===== src/rtl/stt_pkg.sv =====
package stt_pkg;
  localparam int unsigned ST_PIT = 0;
  localparam int unsigned ST_WDG = 1;
  localparam int unsigned ST_INC = 2;
  localparam int unsigned ST_ALM = 3;
  localparam int unsigned ST_W   = 4;

  typedef enum logic [2:0] {
    A_CNT    = 3'd0,
    A_PRESC  = 3'd1,
    A_ALARM  = 3'd2,
    A_PERIOD = 3'd3,
    A_STATUS = 3'd4,
    A_MSET   = 3'd5,
    A_MCLR   = 3'd6,
    A_MASK   = 3'd7
  } reg_addr_e;
endpackage


===== src/rtl/stt_rtc.sv =====
module stt_rtc #(
  parameter int CNT_W = 20,
  parameter int PRE_W = 16
) (
  input  logic             clk,
  input  logic             rst_n,
  input  logic             tick_en,
  input  logic             presc_load,
  input  logic [PRE_W-1:0] presc,
  output logic [CNT_W-1:0] cnt,
  output logic [CNT_W-1:0] cnt_next,
  output logic             inc_ev
);
  // last phase index of a prescale interval; 0 acts as 1
  function automatic logic [PRE_W-1:0] final_phase(input logic [PRE_W-1:0] p);
    return (p == '0) ? '0 : p - 1'b1;
  endfunction

  logic [PRE_W-1:0] phase_q;

  assign inc_ev   = tick_en && !presc_load && (phase_q >= final_phase(presc));
  assign cnt_next = cnt + 1'b1;

  always_ff @(posedge clk or negedge rst_n) begin
    if (!rst_n) begin
      phase_q <= '0;
      cnt     <= '0;
    end else begin
      if (presc_load)   phase_q <= '0;
      else if (inc_ev)  phase_q <= '0;
      else if (tick_en) phase_q <= phase_q + 1'b1;
      if (inc_ev) cnt <= cnt_next;
    end
  end
endmodule


===== src/rtl/stt_alarm.sv =====
module stt_alarm #(
  parameter int CNT_W = 20
) (
  input  logic             inc_ev,
  input  logic [CNT_W-1:0] cnt_next,
  input  logic [CNT_W-1:0] alarm,
  output logic             alm_ev
);
  // fires only when the count steps into the alarm value
  assign alm_ev = inc_ev && (cnt_next == alarm);
endmodule


===== src/rtl/stt_pit.sv =====
module stt_pit #(
  parameter int PER_W = 16
) (
  input  logic             clk,
  input  logic             rst_n,
  input  logic             tick_en,
  input  logic             load,
  input  logic [PER_W-1:0] load_val,
  input  logic [PER_W-1:0] period,
  output logic             pit_ev
);
  function automatic logic [PER_W-1:0] period_len(input logic [PER_W-1:0] p);
    return (p == '0) ? {{(PER_W-1){1'b0}}, 1'b1} : p;
  endfunction

  logic [PER_W-1:0] left_q;

  assign pit_ev = tick_en && !load && (left_q <= {{(PER_W-1){1'b0}}, 1'b1});

  always_ff @(posedge clk or negedge rst_n) begin
    if (!rst_n)       left_q <= '1;
    else if (load)    left_q <= period_len(load_val);
    else if (pit_ev)  left_q <= period_len(period);
    else if (tick_en) left_q <= left_q - 1'b1;
  end
endmodule


===== src/rtl/stt_irq.sv =====
module stt_irq #(
  parameter int W = 4
) (
  input  logic         clk,
  input  logic         rst_n,
  input  logic [W-1:0] ev,
  input  logic         rd_clr,
  input  logic [W-1:0] set_bits,
  input  logic [W-1:0] clr_bits,
  output logic [W-1:0] status,
  output logic [W-1:0] mask,
  output logic         irq
);
  always_ff @(posedge clk or negedge rst_n) begin
    if (!rst_n) begin
      status <= '0;
      mask   <= '0;
    end else begin
      status <= (rd_clr ? '0 : status) | ev;
      mask   <= (mask | set_bits) & ~clr_bits;
    end
  end

  assign irq = |(status & mask);
endmodule


===== src/rtl/slowtick_timer.sv =====
module slowtick_timer
  import stt_pkg::*;
#(
  parameter int CNT_W    = 20,
  parameter int PRE_W    = 16,
  parameter int PER_W    = 16,
  parameter int DATA_W   = 32,
  parameter int PRE_RST  = 32768
) (
  input  logic              clk,
  input  logic              rst_n,
  input  logic              tick_en,
  input  logic              wd_ovf_in,
  input  logic              wr_en,
  input  logic              rd_en,
  input  logic [2:0]        addr,
  input  logic [DATA_W-1:0] wdata,
  output logic [DATA_W-1:0] rdata,
  output logic              irq
);
  logic [PRE_W-1:0] presc_q;
  logic [CNT_W-1:0] alarm_q;
  logic [PER_W-1:0] period_q;
  logic [CNT_W-1:0] cnt, cnt_next;
  logic             inc_ev, alm_ev, pit_ev;
  logic [ST_W-1:0]  ev, status, mask, set_bits, clr_bits;
  logic             wr_presc, wr_alarm, wr_period, rd_stat;

  assign wr_presc  = wr_en && (addr == A_PRESC);
  assign wr_alarm  = wr_en && (addr == A_ALARM);
  assign wr_period = wr_en && (addr == A_PERIOD);
  assign rd_stat   = rd_en && (addr == A_STATUS);
  assign set_bits  = (wr_en && (addr == A_MSET)) ? wdata[ST_W-1:0] : '0;
  assign clr_bits  = (wr_en && (addr == A_MCLR)) ? wdata[ST_W-1:0] : '0;

  always_ff @(posedge clk or negedge rst_n) begin
    if (!rst_n) begin
      presc_q  <= PRE_W'(PRE_RST);
      alarm_q  <= '0;
      period_q <= '1;
    end else begin
      if (wr_presc)  presc_q  <= wdata[PRE_W-1:0];
      if (wr_alarm)  alarm_q  <= wdata[CNT_W-1:0];
      if (wr_period) period_q <= wdata[PER_W-1:0];
    end
  end

  stt_rtc #(.CNT_W(CNT_W), .PRE_W(PRE_W)) u_rtc (
    .clk(clk), .rst_n(rst_n), .tick_en(tick_en), .presc_load(wr_presc),
    .presc(presc_q), .cnt(cnt), .cnt_next(cnt_next), .inc_ev(inc_ev)
  );

  stt_alarm #(.CNT_W(CNT_W)) u_alarm (
    .inc_ev(inc_ev), .cnt_next(cnt_next), .alarm(alarm_q), .alm_ev(alm_ev)
  );

  stt_pit #(.PER_W(PER_W)) u_pit (
    .clk(clk), .rst_n(rst_n), .tick_en(tick_en), .load(wr_period),
    .load_val(wdata[PER_W-1:0]), .period(period_q), .pit_ev(pit_ev)
  );

  always_comb begin
    ev         = '0;
    ev[ST_PIT] = pit_ev;
    ev[ST_WDG] = wd_ovf_in;
    ev[ST_INC] = inc_ev;
    ev[ST_ALM] = alm_ev;
  end

  stt_irq #(.W(ST_W)) u_irq (
    .clk(clk), .rst_n(rst_n), .ev(ev), .rd_clr(rd_stat),
    .set_bits(set_bits), .clr_bits(clr_bits),
    .status(status), .mask(mask), .irq(irq)
  );

  always_ff @(posedge clk or negedge rst_n) begin
    if (!rst_n) rdata <= '0;
    else if (rd_en) begin
      case (addr)
        A_CNT:    rdata <= DATA_W'(cnt);
        A_PRESC:  rdata <= DATA_W'(presc_q);
        A_ALARM:  rdata <= DATA_W'(alarm_q);
        A_PERIOD: rdata <= DATA_W'(period_q);
        A_STATUS: rdata <= DATA_W'(status);
        A_MASK:   rdata <= DATA_W'(mask);
        default:  rdata <= '0;
      endcase
    end
  end
endmodule


===== config.mk =====
export PLATFORM = sky130hd
export DESIGN_NAME = slowtick_timer
export DESIGN_NICKNAME = d
export VERILOG_FILES = /design/src/rtl/stt_pkg.sv /design/src/rtl/stt_rtc.sv /design/src/rtl/stt_alarm.sv /design/src/rtl/stt_pit.sv /design/src/rtl/stt_irq.sv /design/src/rtl/slowtick_timer.sv
export SDC_FILE = /design/constraint.sdc
export NUM_CORES = 1
export LEC_CHECK = 0
export BUFFER_PORTS_ARGS = -buffer_cell sky130_fd_sc_hd__buf_2
export CAP_MARGIN = 20
export CORE_ASPECT_RATIO = 1.2
export CORE_MARGIN = 2
export CORE_UTILIZATION = 56
export CTS_CLUSTER_SIZE = 16
export DETAILED_ROUTE_END_ITERATION = 8
export PLACE_DENSITY_LB_ADDON = 0.2
export REMOVE_ABC_BUFFERS = 1
export SLEW_MARGIN = 5
export SYNTH_ARGS = -nofsm -noshare
export SYNTH_HDL_FRONTEND = slang
export SYNTH_SLANG_ARGS = --single-unit

===== constraint.sdc =====
create_clock -name clk -period 4.64 [get_ports clk]
set_input_delay 0.232 -clock clk [delete_from_list [all_inputs] [get_ports clk]]
set_output_delay 0.232 -clock clk [all_outputs]
set_load 0.02 [all_outputs]

Yosys cells after proc, flatten, opt, wreduce, memory -nomap -nowiden. Index checks and enable logic that the tools add are counted.

Register bits: 144. Bits of input ports: 41. Output and inout port bits: 33.

Add/subtract/negate cells: 4. Magnitude comparators: 2. Equality and inequality tests: 8. Multiplexer cells: 13. Bitwise gates (word level): 5. Reductions and logical operators: 20.

Operators with widths (number): $mux W16 (9); $pmux W20 S6 (1); $logic_not A16 Y1 (3); $sub A16 B1 Y16 const B (2); $add A20 B1 Y20 const B (1); $eq A20 B20 Y1 (1); $add A16 B1 Y16 const B (1); $ge A16 B16 Y1 (1); $le A16 B1 Y1 const B (1); $eq A3 B3 Y1 const B (4); $mux W4 (3); $logic_and A1 B1 Y1 (11); $and A4 B4 Y4 (2); $or A4 B4 Y4 (2); $eq A3 B2 Y1 const B (2); $reduce_bool A3 Y1 (2); $not A4 Y4 (1); $reduce_or A4 Y1 (1); $eq A3 B1 Y1 const B (1); $logic_not A3 Y1 (1); $logic_not A1 Y1 (2).

Longest topological paths before layout. Gate-level depths: netlist (run 1).

Word-level depth: 7. Gate-level depth with buffers: 15.

Modules after synthesis. Synthesis (run 1) repeated with hierarchy kept, for this count alone.

Cell total of the unflattened synthesis: 821. Area total of the unflattened synthesis: 8459.4 sq um.

By module, submodules not included: slowtick_timer (times used 1, cells an instance 275, area an instance 3552.2 sq um, seq. area each 1823.0 sq um); stt_rtc (times used 1, cells an instance 345, area an instance 2996.6 sq um, seq. area each 900.9 sq um); stt_pit (times used 1, cells an instance 150, area an instance 1402.6 sq um, seq. area each 420.4 sq um); stt_irq (times used 1, cells an instance 24, area an instance 284.0 sq um, seq. area each 200.2 sq um); stt_alarm (times used 1, cells an instance 27, area an instance 224.0 sq um, seq. area each 0.0 sq um).

Least setup slack after synthesis (run 1). No wires, ideal clock.

Path type: register -> register. Start point: register presc_q[4]. End point: register u_rtc.cnt[11]. Library setup time: 133 ps. Arrival: 3619 ps. Required time: 4507 ps. Setup slack: 889 ps. Cell stages (with the launch flop): 16. Buffers on the path: 2. Period minus slack after synthesis: 3751 ps. Path through: dfrtp_1 or4_1 nor3_1 nand2_1 nor4_1 xor2_1 nand2_1 ha_1 nand4_1 a211oi_1 o41ai_1 a21oi_1 clkbuf_1 clkbuf_1 o211ai_1 xnor2_1.

Longest elaborated chain between the ends: 4. Elaborated cells on any way between the ends: 5. Classes of those cells: add/sub: 1; order compare: 1; mux: 1; reduce/logical: 2.

Ends and longest elaborated chain: start, declared (line slowtick_timer.sv:21) `logic [PRE_W-1:0] presc_q;`; start signal, assigned (line slowtick_timer.sv:38) `presc_q <= PRE_W'(PRE_RST);`; start signal, assigned (line slowtick_timer.sv:42) `if (wr_presc) presc_q <= wdata[PRE_W-1:0];`; $sub A16 B1 Y16 or $logic_not A16 Y1 (tied branches) (line stt_rtc.sv:16) `return (p == '0) ? '0 : p - 1'b1;`; $mux W16 * (line stt_rtc.sv:16); $ge A16 B16 Y1 * (line stt_rtc.sv:21) `assign inc_ev = tick_en && !presc_load && (phase_q >= final_phase(presc));`; $logic_and A1 B1 Y1 * (line stt_rtc.sv:21); end signal, assigned (line stt_rtc.sv:32) `if (inc_ev) cnt <= cnt_next;`; end, declared (line stt_rtc.sv:10) `output logic [CNT_W-1:0] cnt,`.

Every way passes the cells marked *; elsewhere a longest branch is shown, timed or not. A chain may end at the register's enable or synchronous reset.

Worst setup path after layout (run 1).
Start point: register presc_q[2]. End point: register u_rtc.cnt[1].

The elaborated chain is that of the path after synthesis.

==> results of run 1 <==
==> per-stage QoR <==
stage	hold slack [ps]	std cells	setup slack, ps	power, W
3_3_place_gp	342	1038	396	0.00247
4_1_cts	30.8	1072	301	0.00388
2_1_floorplan	-63.6	801	70.9	0.00221
6_report	37.6	1072	311	0.00388
3_5_place_dp	349	1038	340	0.00252
5_1_grt	36.4	1072	55.3	0.00406
==> worst register-to-register path: stages (launching register included) <==
cell      delay (ps)
dfrtp_1          470
or4_1            550
nor3_1           430
nand4b_1         340
and2_1           280
ha_1             280
nor2_1            90
a21oi_1           80
o41ai_1          490
a21oi_2          130
o21ai_0          650
mux2_2           420
==> timing repair <==
action	in CTS	in global routing
setup buffers	0	0
hold buffers	2	0
endpoints found under the hold margin	87	0
==> per-layer routing <==
layer,up-vias,track usage,share of wire
li1,3114,-,-
met1,3351,0.381,0.41
met2,333,0.463,0.50
met3,62,0.0456,0.063
met4,0,0.119,0.032
met5,-,0,0
==> cells in the mapped netlist, types with 24 or more instances <==
| master | instances | share of area |
|---|---|---|
| inv_1 | 51 | 0.024 |
| o22ai_1 | 24 | 0.019 |
| dfrtp_1 | 99 | 0.31 |
| mux2_2 | 35 | 0.049 |
| nor2_1 | 40 | 0.019 |
| clkbuf_1 | 32 | 0.015 |
| dfstp_2 | 33 | 0.11 |
| a21oi_1 | 35 | 0.022 |
| xnor2_1 | 41 | 0.045 |
| nand2_1 | 102 | 0.048 |
| nand3_1 | 26 | 0.016 |
==> report_power, final <==
group	switching, W	leakage (nW)	internal (W)
logic	0.000448	2.00	0.000400
registers	0.000265	1.60	0.00141
clock network	0.000485	0.286	0.000871
total	0.00120	3.88	0.00268
==> cell type report <==
type | instances | share of cell area
multi-input cells | 618 | 0.476
flip-flops and latches | 132 | 0.372
clock buffers | 26 | 0.0533
repair buffers | 64 | 0.0411
well taps | 175 | 0.0244
inverters | 51 | 0.0213
clock inverters | 6 | 0.0117
==> worst min-delay path by stage <==
stage | from | to | slack, ps | depth (start not counted)
floorplan | rst_n | alarm_q[0]$_DFFE_PN0P_ | -60 | 0
global placement | rst_n | u_rtc.phase_q[11]$_DFFE_PN0P_ | 340 | 1
detailed placement | rst_n | u_rtc.phase_q[10]$_DFFE_PN0P_ | 350 | 1
CTS | wdata[17] | alarm_q[17]$_DFFE_PN0P_ | 30 | 2
global route | wdata[17] | alarm_q[17]$_DFFE_PN0P_ | 40 | 2
finish | wdata[17] | alarm_q[17]$_DFFE_PN0P_ | 40 | 2
==> logic make-up (layout without fill, tap and decap cells) <==
family / Yosys count / in the layout / share of synthesized area
and+or+nand+nor: 276 / 276 / 0.169
AOI/OAI and AO/OA: 188 / 188 / 0.156
DFF: 132 / 132 / 0.415
buffers and inverters: 108 / 147 / 0.0599
xor gates and xnor gates: 60 / 60 / 0.0671
muxes: 60 / 60 / 0.0987
adders and majority gates: 22 / 22 / 0.0342
other: 1 / 12 / 0.000465
==> sequential cells by signal, summed over array words and instances (netlist names) <==
name	cells
u_irq.mask	4
presc_q	16
u_pit.left_q	16
rdata	20
u_rtc.cnt	20
u_irq.status	4
period_q	16
alarm_q	20
u_rtc.phase_q	16
==> metrics, run 1 <==
die area 15400 um2; total track usage 0.285; Required @ worst endpoint slightly below 5000 ps; Die W approximately 110 um; syn avg cell area 9.52 um2; Worst Tran Pin Value 1100 ps; worst path buffer plus inverter count 0; layout cells sized above 1 0.196; Seq/Total Area, Yosys 0.415; commonest non-fill, non-tap cell in the layout nand2_1; average wire per standard cell approximately 20 um; row cnt 48; clock skew between 7 and 8 ps; crit share post-route 0.933; CP startpoint kind flip-flop; RR Startpoint presc_q[2]$_DFFE_PN0P_; CTS tree yes; post-detailed-route count of antenna-violating nets 0; status completed; Setup TNS 0 ps; Fmax achieved between 200 and 250 MHz; post-synthesis register bit count 132; origin of the worst setup path presc_q[2]$_DFFE_PN0P_; max-slew violation count 0; Crit Path Category reg2reg; # setup viols final 0; vias per cell 6.40; cells on worst reg2reg path 11; starting density of the core 0.566; drt first pass iters 5; Max Cap Viol 0; first-pass GRT wire length between 30000 and 40000 um; final instance area about 9000 um2; relative slew slack 0.270; Register Area between 3000 and 4000 um2; core area roughly 14000 um2; most frequent cells in the layout nand2_1 (102), dfrtp_1 (99), inv_1 (51); number of global-route vias before repair 6491; initial antenna violation count 0; clock-pin slew on the worst setup and hold paths about 60 ps; Crit Path Max Fanout 7; P&R area growth vs syn 11.5%; crit-path cells or4_1 > nor3_1 > nand4b_1 > and2_1 > ha_1 > nor2_1 > a21oi_1 > o41ai_1 > a21oi_2 > o21ai_0 > mux2_2; critical path arrival roughly 4600 ps; Final HPWL DP around 15000 um; Warnings, synthesis 0; Synth Instances between 800 and 900; Setup crit end kind flip-flop; Residual DRC 0; FILL cells between 1000 and 1500; CP max-delay cell o21ai_0; Power Density approximately 430 nW/um2; starting DRC count in detailed routing 681; crit path to u_rtc.cnt[1]$_DFFE_PN0P_; EDFF count, synth 0; multi-input combinational cell area 4280 um2; Pleak approximately 3.9 nW; CTS Buf Count 17; post-synthesis cell type count around 70; r2r endpoint u_rtc.cnt[1]$_DFFE_PN0P_; Post-DP Area roughly 8400 um2; io pins 74; cell area after synthesis 8060 um2; Die H approximately 140 um; total routed wirelength around 21000 um; worst hold path class in2reg; Num Clock Sinks about 130; Antenna Cells 0; asr flop ratio synth 1.00; grt total ovfl 0; RSZ-0062 raised after global routing false; CP max stage delay approximately 650 ps; fin crit period between 4000 and 5000 ps; VDD IR-drop max around 0.27 mV; nets approximately 950; Skew-Pair Late Insertion Delay 430 ps; pin count of the biggest net entering global routing a little under 90; most frequently used flop master after synthesis dfrtp_1; reg2reg setup slack ~310 ps; Vias between 6000 and 7000; gpl congestion 0.923; Critical Path Stages 11; Final Util 0.631; final hold vios 0; CTS resizes 0; IO buf count between 40 and 50; clk root buf clkbuf_16; Worst path top cell family by delay simple AND/OR/NAND/NOR gates; Clock Path Buffers 2; CTS H-tree depth 4
(Power assumes the default switching activity.)
==> run 2, diff against run 1 <==
PLACE_DENSITY = 0.76   (was default)
PLACE_DENSITY_LB_ADDON = default   (was 0.2)
==> run 2 against run 1 <==
Effect of this change:
- critical path depth up 3
- sequential cell count unchanged
- clock skew is 3.9 ps higher
- via count decreased by 2.5%
- final cell count did not move
- sequential power hardly changed
- first-iteration DRC count decreased by 29%
- total power grew 0.14%
- worst setup slack improved by 240 ps
- routed wire length is 4.8% lower
- design area increased by 0.19%
- count of clock-buffer cells in the layout down 6
- largest power group unchanged
==> metrics, run 2 (synthesis results as in run 1) <==
Vias between 6000 and 7000; total track usage 0.276; gpl congestion about 0.9; VDD IR-drop max around 0.27 mV; first-pass GRT wire length approximately 33000 um; worst hold path class in2reg; average wire per standard cell 19.0 um; RSZ-0062 raised after global routing false; io pins 74; Clock Path Buffers 2; # Post-CTS Setup Buffers 0; CP startpoint kind flip-flop; Pleak ~3.9 nW; Num Clock Sinks between 100 and 150; Worst path top cell family by delay simple AND/OR/NAND/NOR gates; Post-DP Area 8380 um2; status completed; row cnt 48; fin crit period approximately 4000 ps; post-detailed-route count of antenna-violating nets 0; Residual DRC 0; CP max stage delay just over 600 ps; total routed wirelength 20300 um; final instance area roughly 9000 um2; clock-pin slew on the worst setup and hold paths ~60 ps; crit-path cells or4_1 > nor3_1 > nand2_1 > nor3_1 > xor2_1 > nand2_1 > ha_1 > a21oi_1 > nand2_1 > a211oi_1 > a21oi_2 > buf_4 > or4_1 > o21ai_0; CTS Buf Count 17; Fmax achieved 245 MHz; # setup viols final 0; commonest non-fill, non-tap cell in the layout nand2_1; die area 15400 um2; Skew-Pair Late Insertion Delay approximately 430 ps; worst path buffer plus inverter count 1; CTS tree yes; Setup crit end kind flip-flop; most frequent cells in the layout nand2_1 (102), dfrtp_1 (99), inv_1 (51); RR Startpoint presc_q[4]$_DFFE_PN0P_; Crit Path Max Fanout 16; critical path arrival 4430 ps; Setup TNS 0 ps; Die H about 140 um; crit share post-route 0.881; Final Util 0.633; Crit Path Category reg2reg; core area about 14000 um2; number of global-route vias before repair about 6300; Power Density 431 nW/um2; IO buf count ~50; P&R area growth vs syn 11.7%; Required @ worst endpoint 4980 ps; clock skew 11.0 ps; starting density of the core 0.566; Final HPWL DP about 14000 um; final hold vios 0; origin of the worst setup path presc_q[4]$_DFFE_PN0P_; max-slew violation count 0; clk root buf clkbuf_16; drt first pass iters 5; CTS H-tree depth 4; starting DRC count in detailed routing 483; layout cells sized above 1 0.202; pin count of the biggest net entering global routing just over 80; Max Cap Viol 0; HP Start wdata[18]; worst hold slack between 30 and 40 ps; cell mode on critical path nand2_1; largest registers alarm_q x20, rdata x20, u_rtc.cnt x20; grt total ovfl 0; Die W approximately 110 um; Worst Tran Pin Value about 1100 ps; nets between 900 and 1000; relative slew slack 0.247; initial antenna violation count 0; Antenna Cells 0; vias per cell approximately 6.2; CP max-delay cell or4_1
==> run 2: changes by cell type in the layout (fill, tap and decap cells not counted), sizes merged <==
cell,change
clkinvlp,+2
clkinv,+2
clkbuf,-6
inv,+2
==> run 2: path summary, 6_finish.rpt <==
| check | depth (start not counted) | slack, ps | endpoint |
|---|---|---|---|
| max | 14 | 550 | u_rtc.phase_q[4]$_DFFE_PN0P_ |
| min reg2reg | 2 | 480 | u_pit.left_q[14]$_DFFE_PN1P_ |
| max in group asynchronous | 3 | 3100 | rdata[13]$_DFFE_PN0P_ |
| min | 2 | 30 | alarm_q[18]$_DFFE_PN0P_ |
| max reg2reg | 14 | 550 | u_rtc.phase_q[4]$_DFFE_PN0P_ |
| min in group asynchronous | 2 | 420 | presc_q[7]$_DFFE_PN0P_ |
==> run 2: report_power, final <==
part	total, W	internal (W)	switching, W
registers	0.00166	0.00141	0.000256
clock network	0.00138	0.000860	0.000518
logic	0.000842	0.000398	0.000444
==> run 2: timing repair <==
action / 4_1_cts / 5_1_grt
endpoints found under the hold margin: 54 / 0
hold buffers: 2 / 0
resized for setup: 0 / 0
==> run 2: stage by stage <==
step                      setup WS (ps)  instances  power [W]
after CTS                           557       1072    0.00389
after global placement              664       1038    0.00247
after global routing                160       1072    0.00408
final                               552       1072    0.00388
after detailed placement            579       1038    0.00251
after floorplan                    70.9        801    0.00221
==> run 2: cell type report <==
type,count,area (um2)
repair buffers,64,369
multi-input cells,618,4280
well taps,175,219
clock inverters,12,155
inverters,51,191
clock buffers,20,447
flip-flops and latches,132,3340
fillers,1189,5230
==> run 2: routing by layer <==
metal | global-route usage | part of all wire
met5 | 0 | 0
met4 | 0.103 | 0.022
met3 | 0.0586 | 0.061
met2 | 0.444 | 0.49
met1 | 0.368 | 0.42
